## config.mk

```make
export PLATFORM = sky130hd
export DESIGN_NAME = rx_block_buffer
export DESIGN_NICKNAME = d
export VERILOG_FILES = /design/src/rtl/rxbuf_pkg.sv /design/src/rtl/rxbuf_store.sv /design/src/rtl/rxbuf_thr.sv /design/src/rtl/rxbuf_ctrl.sv /design/src/rtl/rx_block_buffer.sv
export SDC_FILE = /design/constraint.sdc
export NUM_CORES = 1
export LEC_CHECK = 0
export BUFFER_PORTS_ARGS = -buffer_cell sky130_fd_sc_hd__buf_2
export CAP_MARGIN = 40
export CORE_ASPECT_RATIO = 0.7
export CORE_MARGIN = 1
export CORE_UTILIZATION = 40
export CTS_CLUSTER_DIAMETER = 60
export CTS_CLUSTER_SIZE = 30
export DETAILED_ROUTE_END_ITERATION = 6
export PLACE_DENSITY = 0.55
export SLEW_MARGIN = 15
export SYNTH_ARGS = -nofsm -noshare
export SYNTH_HDL_FRONTEND = slang
export SYNTH_SLANG_ARGS = --single-unit
```

## constraint.sdc

```tcl
create_clock -name clk -period 3.6 [get_ports clk]
set_input_delay 0.18 -clock clk [delete_from_list [all_inputs] [get_ports clk]]
set_output_delay 0.18 -clock clk [all_outputs]
set_load 0.02 [all_outputs]
```

## src/rtl/rxbuf_pkg.sv

```systemverilog
package rxbuf_pkg;

  typedef enum logic [1:0] {
    THR_32 = 2'b00,
    THR_16 = 2'b01,
    THR_4  = 2'b10,
    THR_2  = 2'b11
  } thr_code_e;

  // Block size in bytes selected by a threshold code
  function automatic logic [6:0] thr_bytes(input logic [1:0] code);
    case (thr_code_e'(code))
      THR_32:  thr_bytes = 7'd32;
      THR_16:  thr_bytes = 7'd16;
      THR_4:   thr_bytes = 7'd4;
      default: thr_bytes = 7'd2;
    endcase
  endfunction

endpackage

```

## src/rtl/rxbuf_store.sv

```systemverilog
module rxbuf_store #(
  parameter int DW    = 8,
  parameter int DEPTH = 64,
  localparam int AW   = $clog2(DEPTH)
) (
  input  logic          clk,
  input  logic          we,
  input  logic [AW-1:0] waddr,
  input  logic [DW-1:0] wdata,
  input  logic [AW-1:0] raddr,
  output logic [DW-1:0] rdata
);

  logic [DW-1:0] mem [DEPTH];

  always_ff @(posedge clk) begin
    if (we) mem[waddr] <= wdata;
  end

  assign rdata = mem[raddr];

endmodule

```

## src/rtl/rxbuf_thr.sv

```systemverilog
module rxbuf_thr #(
  parameter int CW = 7
) (
  input  logic          clk,
  input  logic          rst_n,
  input  logic          load_i,
  input  logic [1:0]    code_i,
  input  logic          apply_ok_i,
  output logic [CW-1:0] size_o
);
  import rxbuf_pkg::*;

  logic [1:0] shd_q, shd_d, act_q, act_d;
  logic       pend_q, pend_d;

  always_comb begin
    shd_d  = shd_q;
    pend_d = pend_q;
    act_d  = act_q;
    if (apply_ok_i && pend_q) begin
      act_d  = shd_q;
      pend_d = 1'b0;
    end
    if (load_i) begin
      shd_d  = code_i;
      pend_d = 1'b1;
    end
  end

  always_ff @(posedge clk or negedge rst_n) begin
    if (!rst_n) begin
      shd_q  <= THR_32;
      act_q  <= THR_32;
      pend_q <= 1'b0;
    end else begin
      shd_q  <= shd_d;
      act_q  <= act_d;
      pend_q <= pend_d;
    end
  end

  assign size_o = CW'(thr_bytes(act_q));

  // outside a legal point the active threshold never moves
  p_thr_hold_r6: assert property (@(posedge clk) disable iff (!rst_n)
    !apply_ok_i |=> $stable(act_q));

endmodule

```

## src/rtl/rxbuf_ctrl.sv

```systemverilog
module rxbuf_ctrl #(
  parameter int DEPTH = 64,
  localparam int AW   = $clog2(DEPTH),
  localparam int CW   = AW + 1
) (
  input  logic          clk,
  input  logic          rst_n,
  input  logic          wr_valid_i,
  input  logic          wr_eof_i,
  input  logic          rd_en_i,
  input  logic          msg_done_i,
  input  logic [CW-1:0] size_i,
  output logic          we_o,
  output logic [AW-1:0] waddr_o,
  output logic [AW-1:0] raddr_o,
  output logic          apply_ok_o,
  output logic [CW-1:0] blk_count_o,
  output logic          irq_full_o,
  output logic          irq_end_o,
  output logic          overflow_o
);

  logic [AW-1:0] hd_q, hd_d, wp_q, wp_d;
  logic [CW-1:0] used_q, used_d, pend_q, pend_d, blk_q, blk_d, rdc_q, rdc_d;
  logic          pres_q, pres_d, wait_q, wait_d, weof_q, weof_d;
  logic          ifull_q, ifull_d, iend_q, iend_d, ovf_q, ovf_d;
  logic          full_c, acc, free, hold, rd_step, seg_done;
  logic [CW-1:0] seg_len;

  always_comb begin
    full_c   = wait_q || (used_q == CW'(DEPTH));
    acc      = wr_valid_i && !full_c;
    free     = msg_done_i && pres_q;
    hold     = pres_q && !free;
    rd_step  = pres_q && rd_en_i && (rdc_q < blk_q);
    seg_len  = pend_q + CW'(acc);
    seg_done = (seg_len != '0) && ((seg_len >= size_i) || (acc && wr_eof_i));

    hd_d    = free ? hd_q + blk_q[AW-1:0] : hd_q;
    wp_d    = acc ? wp_q + 1'b1 : wp_q;
    used_d  = used_q + CW'(acc) - (free ? blk_q : '0);
    ovf_d   = ovf_q || (wr_valid_i && full_c);
    pres_d  = hold;
    blk_d   = blk_q;
    rdc_d   = hold ? rdc_q + CW'(rd_step) : '0;
    pend_d  = seg_len;
    wait_d  = wait_q;
    weof_d  = weof_q;
    ifull_d = 1'b0;
    iend_d  = 1'b0;

    if (!hold) begin
      if (wait_q) begin
        // hand over the block that completed behind the freed one
        pres_d  = 1'b1;
        blk_d   = pend_q;
        pend_d  = '0;
        wait_d  = 1'b0;
        iend_d  = weof_q;
        ifull_d = !weof_q;
      end else if (seg_done) begin
        pres_d  = 1'b1;
        blk_d   = seg_len;
        pend_d  = '0;
        iend_d  = acc && wr_eof_i;
        ifull_d = !(acc && wr_eof_i);
      end
    end else if (!wait_q && seg_done) begin
      wait_d = 1'b1;
      weof_d = acc && wr_eof_i;
    end
  end

  always_ff @(posedge clk or negedge rst_n) begin
    if (!rst_n) begin
      hd_q    <= '0;
      wp_q    <= '0;
      used_q  <= '0;
      pend_q  <= '0;
      blk_q   <= '0;
      rdc_q   <= '0;
      pres_q  <= 1'b0;
      wait_q  <= 1'b0;
      weof_q  <= 1'b0;
      ifull_q <= 1'b0;
      iend_q  <= 1'b0;
      ovf_q   <= 1'b0;
    end else begin
      hd_q    <= hd_d;
      wp_q    <= wp_d;
      used_q  <= used_d;
      pend_q  <= pend_d;
      blk_q   <= blk_d;
      rdc_q   <= rdc_d;
      pres_q  <= pres_d;
      wait_q  <= wait_d;
      weof_q  <= weof_d;
      ifull_q <= ifull_d;
      iend_q  <= iend_d;
      ovf_q   <= ovf_d;
    end
  end

  assign we_o        = acc;
  assign waddr_o     = wp_q;
  assign raddr_o     = hd_q + rdc_q[AW-1:0];
  assign apply_ok_o  = (!pres_q && used_q == '0) || (pres_q && rdc_q == blk_q);
  assign blk_count_o = pres_q ? blk_q : '0;
  assign irq_full_o  = ifull_q;
  assign irq_end_o   = iend_q;
  assign overflow_o  = ovf_q;

  // a block is reported by exactly one kind of interrupt
  p_irq_excl_r3: assert property (@(posedge clk) disable iff (!rst_n)
    !(ifull_q && iend_q));
  // a pool-full pulse always comes with a presented, non-empty block
  p_full_has_block_r2: assert property (@(posedge clk) disable iff (!rst_n)
    ifull_q |-> (pres_q && blk_q != '0));
  // the read cursor never runs past the presented block
  p_rd_bound_r4: assert property (@(posedge clk) disable iff (!rst_n)
    rdc_q <= blk_q);
  // a waiting block only exists behind a presented one
  p_wait_behind_r7: assert property (@(posedge clk) disable iff (!rst_n)
    wait_q |-> pres_q);
  // occupancy stays within the store
  p_used_bound_r7: assert property (@(posedge clk) disable iff (!rst_n)
    used_q <= CW'(DEPTH));
  // overflow is sticky
  p_ovf_sticky_r8: assert property (@(posedge clk) disable iff (!rst_n)
    ovf_q |=> ovf_q);

endmodule

```

## src/rtl/rx_block_buffer.sv

```systemverilog
module rx_block_buffer #(
  parameter int DW    = 8,
  parameter int DEPTH = 64,   // must hold two 32-byte blocks
  localparam int AW   = $clog2(DEPTH),
  localparam int CW   = AW + 1
) (
  input  logic          clk,
  input  logic          rst_n,
  input  logic          wr_valid,
  input  logic [DW-1:0] wr_data,
  input  logic          wr_eof,
  input  logic          rd_en,
  output logic [DW-1:0] rd_data,
  input  logic [1:0]    thr_code,
  input  logic          thr_load,
  input  logic          msg_done,
  output logic [CW-1:0] blk_count,
  output logic          irq_full,
  output logic          irq_end,
  output logic          overflow
);

  logic [1:0]    rs_q;
  logic          rst_i_n;
  logic          we, apply_ok;
  logic [AW-1:0] waddr, raddr;
  logic [CW-1:0] size;

  // asynchronous assert, synchronous release
  always_ff @(posedge clk or negedge rst_n) begin
    if (!rst_n) rs_q <= '0;
    else        rs_q <= {rs_q[0], 1'b1};
  end
  assign rst_i_n = rs_q[1];

  rxbuf_thr #(.CW(CW)) u_thr (
    .clk        (clk),
    .rst_n      (rst_i_n),
    .load_i     (thr_load),
    .code_i     (thr_code),
    .apply_ok_i (apply_ok),
    .size_o     (size)
  );

  rxbuf_ctrl #(.DEPTH(DEPTH)) u_ctrl (
    .clk         (clk),
    .rst_n       (rst_i_n),
    .wr_valid_i  (wr_valid),
    .wr_eof_i    (wr_eof),
    .rd_en_i     (rd_en),
    .msg_done_i  (msg_done),
    .size_i      (size),
    .we_o        (we),
    .waddr_o     (waddr),
    .raddr_o     (raddr),
    .apply_ok_o  (apply_ok),
    .blk_count_o (blk_count),
    .irq_full_o  (irq_full),
    .irq_end_o   (irq_end),
    .overflow_o  (overflow)
  );

  rxbuf_store #(.DW(DW), .DEPTH(DEPTH)) u_store (
    .clk   (clk),
    .we    (we),
    .waddr (waddr),
    .wdata (wr_data),
    .raddr (raddr),
    .rdata (rd_data)
  );

endmodule

```

==> impl_metrics.yaml, run 1 <==
run_status:
  status: "finished with violations"
  violations: "negative setup slack"
setup_path:
  slowest_stage: "fa_4"
  crit_path_max_fanout: 8
  critical_path_required_ps: 3420
  startpoint: "u_ctrl.hd_q[0]"
  critPathKind: "flop to output port"
  arrival_ps: 3760
  startpoint_type: "flop"
  critPathMostFrequentCell: "buf_12"
  cp_cell_sequence: "ha_4 -> fa_4 -> buf_12 -> buf_12 -> mux4_2 -> mux2_4 -> o2111ai_4 -> o21ai_2 -> or3_4 -> buf_6"
  max_stage_delay_ps: 830
  timing.rr.start: "u_ctrl.used_q[0]"
  cp-end-kind: "output port"
  crit_buf_inv: 3
  path_delay_family: "adder cells"
final_layout:
  areaGrowthSynthToFinish_pct: 15.8
  seq_area_um2: 16700
  multi_input_area_um2: 6350
  nFillCells: 4738
  layout.nets: 1442
  drive_gt1_share_pct: 31.4
sta:
  hold_viol: 0
  rsz0062_at_grt: "yes"
  skew_ps: 42.2
  fin_crit_ps: 3940
  max_freq_mhz: 254
  finalSetupViolCount: 8
  relSlewSlack_pct: 41.1
  slew_viol_final: 0
  finalCritPeriodShare_pct: 109
  worstMarginPinSlew_ps: 883
  worst_slack_ps: -341
synth:
  synth_top_area_cell: "edfxtp_1"
  synth-edff-count: 512
  synth_seq_cells: 565
  synth_cells: 1222
  synth_warnings: 0
  syn_area_um2: 23200
  synth_ff_type: "edfxtp_1"
  synth_top_area_share_pct: 66.3
  synth_area_leaders: "edfxtp_1 66%, mux4_2 13%, dfrtp_1 5.7%"
  syn_nets: 1280
  synth_cell_type_count: 55
  yosysMostFrequentCell: "edfxtp_1"
  syn_area_per_cell_um2: 19.0
  yosysSeqAreaShare_pct: 72.0
  synth.cells.most_frequent: "512 x edfxtp_1, 134 x mux4_2, 96 x nor2_1"
  synth-async-reset-ratio_pct: 9.38
run:
  cap_violations: 0
drt:
  drtIter0Drc: 1197
  antenna_left: 0
  wl_mm: 54.0
  vias: 11667
  drc: 0
  first_pass_iters: 5
  drt-wirelength-per-cell_um: 25.0
  avgViaCountPerCell: 5.40
floorplan:
  io_pins: 35
  start_util_pct: 40.7
  fp.dieH_um: 204
  row_count: 73
  dieArea_um2: 59000
  fp.coreArea_um2: 57100
  die_width_um: 290
clocking:
  clock-sinks: 565
  clkTransAtPathRegs_ps: 90
  clk-insertion-delay-late_ps: 580
  root_buffer: "clkbuf_16"
  cts_max_level: 2
  cts_buffers: 35
  cts_tree: "built"
  clockBufferDepth: 3
place:
  gp_congestion: 0.799
  portBuffers: 34
  place_hpwl_mm: 34.9
  post-place-ws_ps: 69.2
grt:
  track_usage_pct: 18.8
  grt_max_degree: 42
  grt-ovfl-total: 0
  antenna_found_initial: 1
  grt_pass1_vias: 11947
  grt_pass1_wl_mm: 80.7
hold_path:
  hp-start: "wr_data[0]"
  min_path_type: "input pin to flop"
pwr:
  max-vdd-ir-drop_v: 0.000497
  power_density_nw_per_um2: 784
  power.total_w: 0.0211
  power.leakage_nw: 8.97
==> kinds of logic after synthesis <==
| group | count (synthesis) | synth area share (%) |
|---|---|---|
| flip-flops | 565 | 72.0 |
| AND/OR/NAND/NOR | 219 | 4.42 |
| multiplexers | 189 | 15.6 |
| AO/OA/AOI/OAI | 92 | 2.74 |
| buffers and inverters | 80 | 1.65 |
| adder cells (fa/ha/maj) | 41 | 2.31 |
| XOR/XNOR | 35 | 1.32 |
| other | 1 | 0.0162 |
==> worst reg2reg max path: stages (launching register included) <==
cell      delay (ps)
dfrtp_1          410
nor4_4           350
a31oi_2          140
nand2_1          110
inv_1             60
ha_1             220
ha_1             210
nand3_1          120
xor2_1           190
inv_1             70
ha_1             260
o21ai_0           70
a31o_2           230
and4bb_2         230
o21ba_2          240
nor2_4           110
mux2_2           330
==> layout make-up <==
class	instances	area share [%]
Clock inverter	26	1.11
Clock buffer	36	3.27
Sequential cell	565	62.2
Tap cell	750	3.49
Multi-Input combinational cell	577	23.6
Inverter	27	0.377
Antenna cell	1	0.00931
Timing Repair Buffer	178	5.95
==> layer usage <==
| metal | vias to the layer above | wire (µm) | GRT usage, % |
|---|---|---|---|
| li1 | 5204 | - | - |
| met1 | 6178 | 26600 | 29.3 |
| met2 | 241 | 24200 | 28.0 |
| met3 | 44 | 2410 | 2.67 |
| met4 | 0 | 726 | 3.78 |
| met5 | - | 0 | 0 |
==> placed cells by master, fill, tap and decap left out, types with 19 or more instances in the layout <==
master | Yosys | routed
buf_2 | 12 | 29
buf_4 | 10 | 111
clkbuf_16 | 0 | 35
dfrtp_1 | 53 | 52
edfxtp_1 | 512 | 512
ha_1 | 38 | 37
inv_1 | 27 | 27
mux2_2 | 37 | 36
mux4_2 | 134 | 134
nand2_1 | 39 | 38
nor2_1 | 96 | 95
nor2b_1 | 22 | 19
xnor2_1 | 21 | 20
==> worst paths after layout <==
kind	end	slack, ps	cells after the start
min reg2reg	u_thr.act_q[1]	290	0
max	rd_data[6]	-340	10
min in group asynchronous	u_thr.act_q[1]	290	0
max in group asynchronous	u_ctrl.used_q[4]	2520	1
min	u_store.mem[48][0]	50	1
max reg2reg	u_ctrl.blk_q[0]	170	16
==> sequential cells by signal, summed over array words and instances, names as in the netlist, 2 cells and up <==
register / count
u_ctrl.pend_q: 7
u_thr.act_q: 2
u_thr.shd_q: 2
u_ctrl.used_q: 7
u_ctrl.blk_q: 7
u_ctrl.waddr_o: 6
u_store.mem: 512
u_ctrl.rdc_q: 7
u_ctrl.hd_q: 6
rs_q: 2
==> metrics by stage <==
stage | setup TNS, ps | hold WS (ps) | area (µm²) | instances | util (%)
2_1_floorplan | 0 | -116 | 23200 | 1222 | -
4_1_cts | -3570 | 69.0 | 26700 | 2150 | 46.8
5_1_grt | -3180 | 33.4 | 26900 | 2159 | 47.1
6_report | -2390 | 51.1 | 26900 | 2160 | 47.1
3_3_place_gp | 0 | -34.9 | 25000 | 2066 | 43.9
3_5_place_dp | 0 | -27.6 | 25100 | 2071 | 44.0
==> timing repair <==
item                       CTS  global route
hold endpoints to repair    13             3
setup endpoints to repair    8            23
pin swaps                   10             5
resized for setup           42            14
buffers inserted             9             3
hold buffers                 9             1
gates cloned                 2             0
==> where the power goes <==
| group | leakage, nW | internal [W] | switching (W) | total, W |
|---|---|---|---|---|
| clock network | 0.581 | 0.00201 | 0.00241 | 0.00441 |
| registers | 5.27 | 0.00755 | 0.000313 | 0.00786 |
| logic | 3.12 | 0.00427 | 0.00452 | 0.00878 |
| total | 8.97 | 0.0138 | 0.00724 | 0.0211 |
Power figures use the tool's default switching activity.
==> run 2, diff against run 1 <==
- CORE_UTILIZATION: 40 -> 63
- PLACE_DENSITY: 0.55 -> 0.8
==> run 2 against run 1 <==
Against the previous run:
- the flow still finishes with violations (negative setup slack)
- wire length increased by 0.11%
- critical path depth increased by 1
- via count increased by 7.8%
- combinational power increased by 5.9%
- clock skew decreased by 13 ps
- register-to-register slack got worse by 80 ps
- sequential share of layout area increased by 0.82 points
- total power increased by 0.63%
- non-clock buffer count decreased by 10
==> impl_metrics.yaml, run 2 (same netlist as run 1, synthesis figures left out) <==
floorplan:
  dieArea_um2: 37600
  fp.coreArea_um2: 36100
  fp.dieH_um: 163
  die_width_um: 231
  io_pins: 35
  row_count: 58
  start_util_pct: 64.3
clocking:
  clockBufferDepth: 3
  clkTransAtPathRegs_ps: 110
  cts_tree: "built"
  root_buffer: "clkbuf_16"
  cts_max_level: 1
  cts_buffers: 30
  clk-insertion-delay-late_ps: 620
  clock-sinks: 565
drt:
  drc: 0
  avgViaCountPerCell: 6.72
  drt-wirelength-per-cell_um: 28.9
  wl_met1_mm: 21.8
  first_pass_iters: 5
  vias: 12582
  top_layer: "met5"
  wl_mm: 54.0
  wl_met3_mm: 5.58
  drtIter0Drc: 1670
  met2WireLength_mm: 25.4
  antenna_left: 0
setup_path:
  slowest_stage: "nor2_4"
  cp_cell_sequence: "buf_4 -> ha_1 -> nand3_1 -> and3_1 -> nor2_4 -> buf_4 -> buf_4 -> a211oi_1 -> nor3_1 -> a2bb2oi_1 -> buf_2"
  reg2reg_slack_ps: 90
  cp-end-kind: "output port"
  arrival_ps: 3890
  max_stage_delay_ps: 460
  path_delay_family: "simple AND/OR/NAND/NOR gates"
  crit_buf_inv: 4
  startpoint_type: "flop"
  timing.rr.start: "u_ctrl.used_q[2]"
  crit_path_max_fanout: 15
  critical_path_required_ps: 3420
  rr_endpoint: "u_ctrl.blk_q[4]"
  critPathMostFrequentCell: "buf_4"
  critPathKind: "flop to output port"
  r2r_cells: 17
pwr:
  pwr-share-comb_pct: 43.9
  power.share.clock_pct: 19.0
  p_int_w: 0.0138
  power.leakage_nw: 8.88
  power.total_w: 0.0212
  seqPwrFrac_pct: 37.1
  power_density_nw_per_um2: 799
  power.switching_w: 0.00740
  max-vdd-ir-drop_v: 0.000705
  swShare_pct: 34.9
place:
  dp_cells: 1786
  place_hpwl_mm: 33.6
  post-place-ws_ps: -45.1
  gp_congestion: 0.864
  portBuffers: 34
sta:
  relSlewSlack_pct: 41.1
  worst_slack_ps: -468
  rsz0062_at_grt: "yes"
  finalSetupViolCount: 8
  hold_viol: 0
  skew_ps: 29.6
  max_freq_mhz: 246
  worstMarginPinSlew_ps: 881
  finalCritPeriodShare_pct: 113
  fin_crit_ps: 4070
  slew_viol_final: 0
  fin_tns_setup_ps: -3250
grt:
  grt-ovfl-total: 0
  grt_pass1_wl_mm: 79.2
  track_usage_pct: 29.2
  grt_max_degree: 45
  antenna_found_initial: 1
  grt_pass1_vias: 12213
final_layout:
  areaGrowthSynthToFinish_pct: 14.3
  nFillCells: 1953
  final_common_cell: "edfxtp_1"
  layout.nets: 1428
  layout.cells.non_filler: 1871
  top_register: "u_store.mem"
  mostFrequentLayoutCells: "512 x edfxtp_1, 134 x mux4_2, 103 x buf_4, 95 x nor2_1, 51 x dfrtp_1"
  antenna_cells: 0
  drive_gt1_share_pct: 32.1
  largest_reg_flops: 512
run_status:
  violations: "negative setup slack"
  status: "finished with violations"
hold_path:
  holdPathEnd: "u_store.mem[57][6]"
  min_path_type: "input pin to flop"
  hp-start: "wr_data[6]"
  hold_path_depth: 1
run:
  cap_violations: 0
==> run 2: power groups by stage <==
stage | registers, W | logic (W) | clock network [W]
floorplan | 0.00787 | 0.00549 | 0
global placement | 0.00796 | 0.00780 | 0
detailed placement | 0.00798 | 0.00802 | 0
CTS | 0.00784 | 0.00883 | 0.00405
global route | 0.00790 | 0.00975 | 0.00428
finish | 0.00786 | 0.00930 | 0.00404
==> run 2: worst reg2reg max path, stage by stage, from the launching register on <==
cell and delay (ps):
dfrtp_1 420, nor4_2 340, buf_4 180, a31oi_2 90, nand2_1 110, inv_2 60, ha_4 170, nand3_1 150
nor2_1 100, xor2_1 200, ha_1 310, o21ai_1 60, a31o_2 220, and4bb_2 230, o21ba_4 220, nor2_4 160
buf_6 170, mux2i_1 220
==> run 2: repair_timing <==
action                     4_1_cts  5_1_grt
gates resized for setup         47       47
hold buffers                     8        0
setup endpoints to repair       15       23
buffers inserted                10        9
pin swaps                        6       16
hold endpoints to repair        13        0
cloned                           4        1
==> run 2: layout make-up <==
cell class / instances / area, µm² / share of cell area [%]
clock inverters: 22 / 290 / 1.09
well taps: 480 / 601 / 2.26
inverters: 27 / 101 / 0.382
multi-input cells: 578 / 6500 / 24.5
clock buffers: 31 / 776 / 2.92
repair buffers: 168 / 1550 / 5.84
flip-flops and latches: 565 / 16700 / 63.0
==> run 2: metal layers <==
metal | track usage (%) | vias up
li1 | - | 5147
met1 | 45.2 | 6528
met2 | 44.4 | 797
met3 | 4.71 | 108
met4 | 7.07 | 2
met5 | 0 | -
==> run 2: how the worst max path moves through the flow <==
stage	from	cells after the start	slack (ps)	endpoint
after CTS	u_ctrl.hd_q[0]	10	-460	rd_data[0]
after global routing	u_ctrl.hd_q[0]	10	-470	rd_data[0]
after floorplan	u_ctrl.used_q[0]	16	100	u_ctrl.blk_q[0]
after detailed placement	u_ctrl.used_q[0]	18	-50	u_ctrl.blk_q[3]
after global placement	u_ctrl.used_q[0]	17	50	u_ctrl.blk_q[0]
final	u_ctrl.hd_q[1]	11	-470	rd_data[0]
==> run 2: stage by stage <==
stage	instance area (µm²)	util (%)	hold WS, ps
final	26500	73.5	4.31
after global routing	26500	73.5	10.1
after CTS	26200	72.7	1.87
after detailed placement	24700	68.4	-31.7
after global placement	24500	68.0	-34.6
after floorplan	23200	-	-116
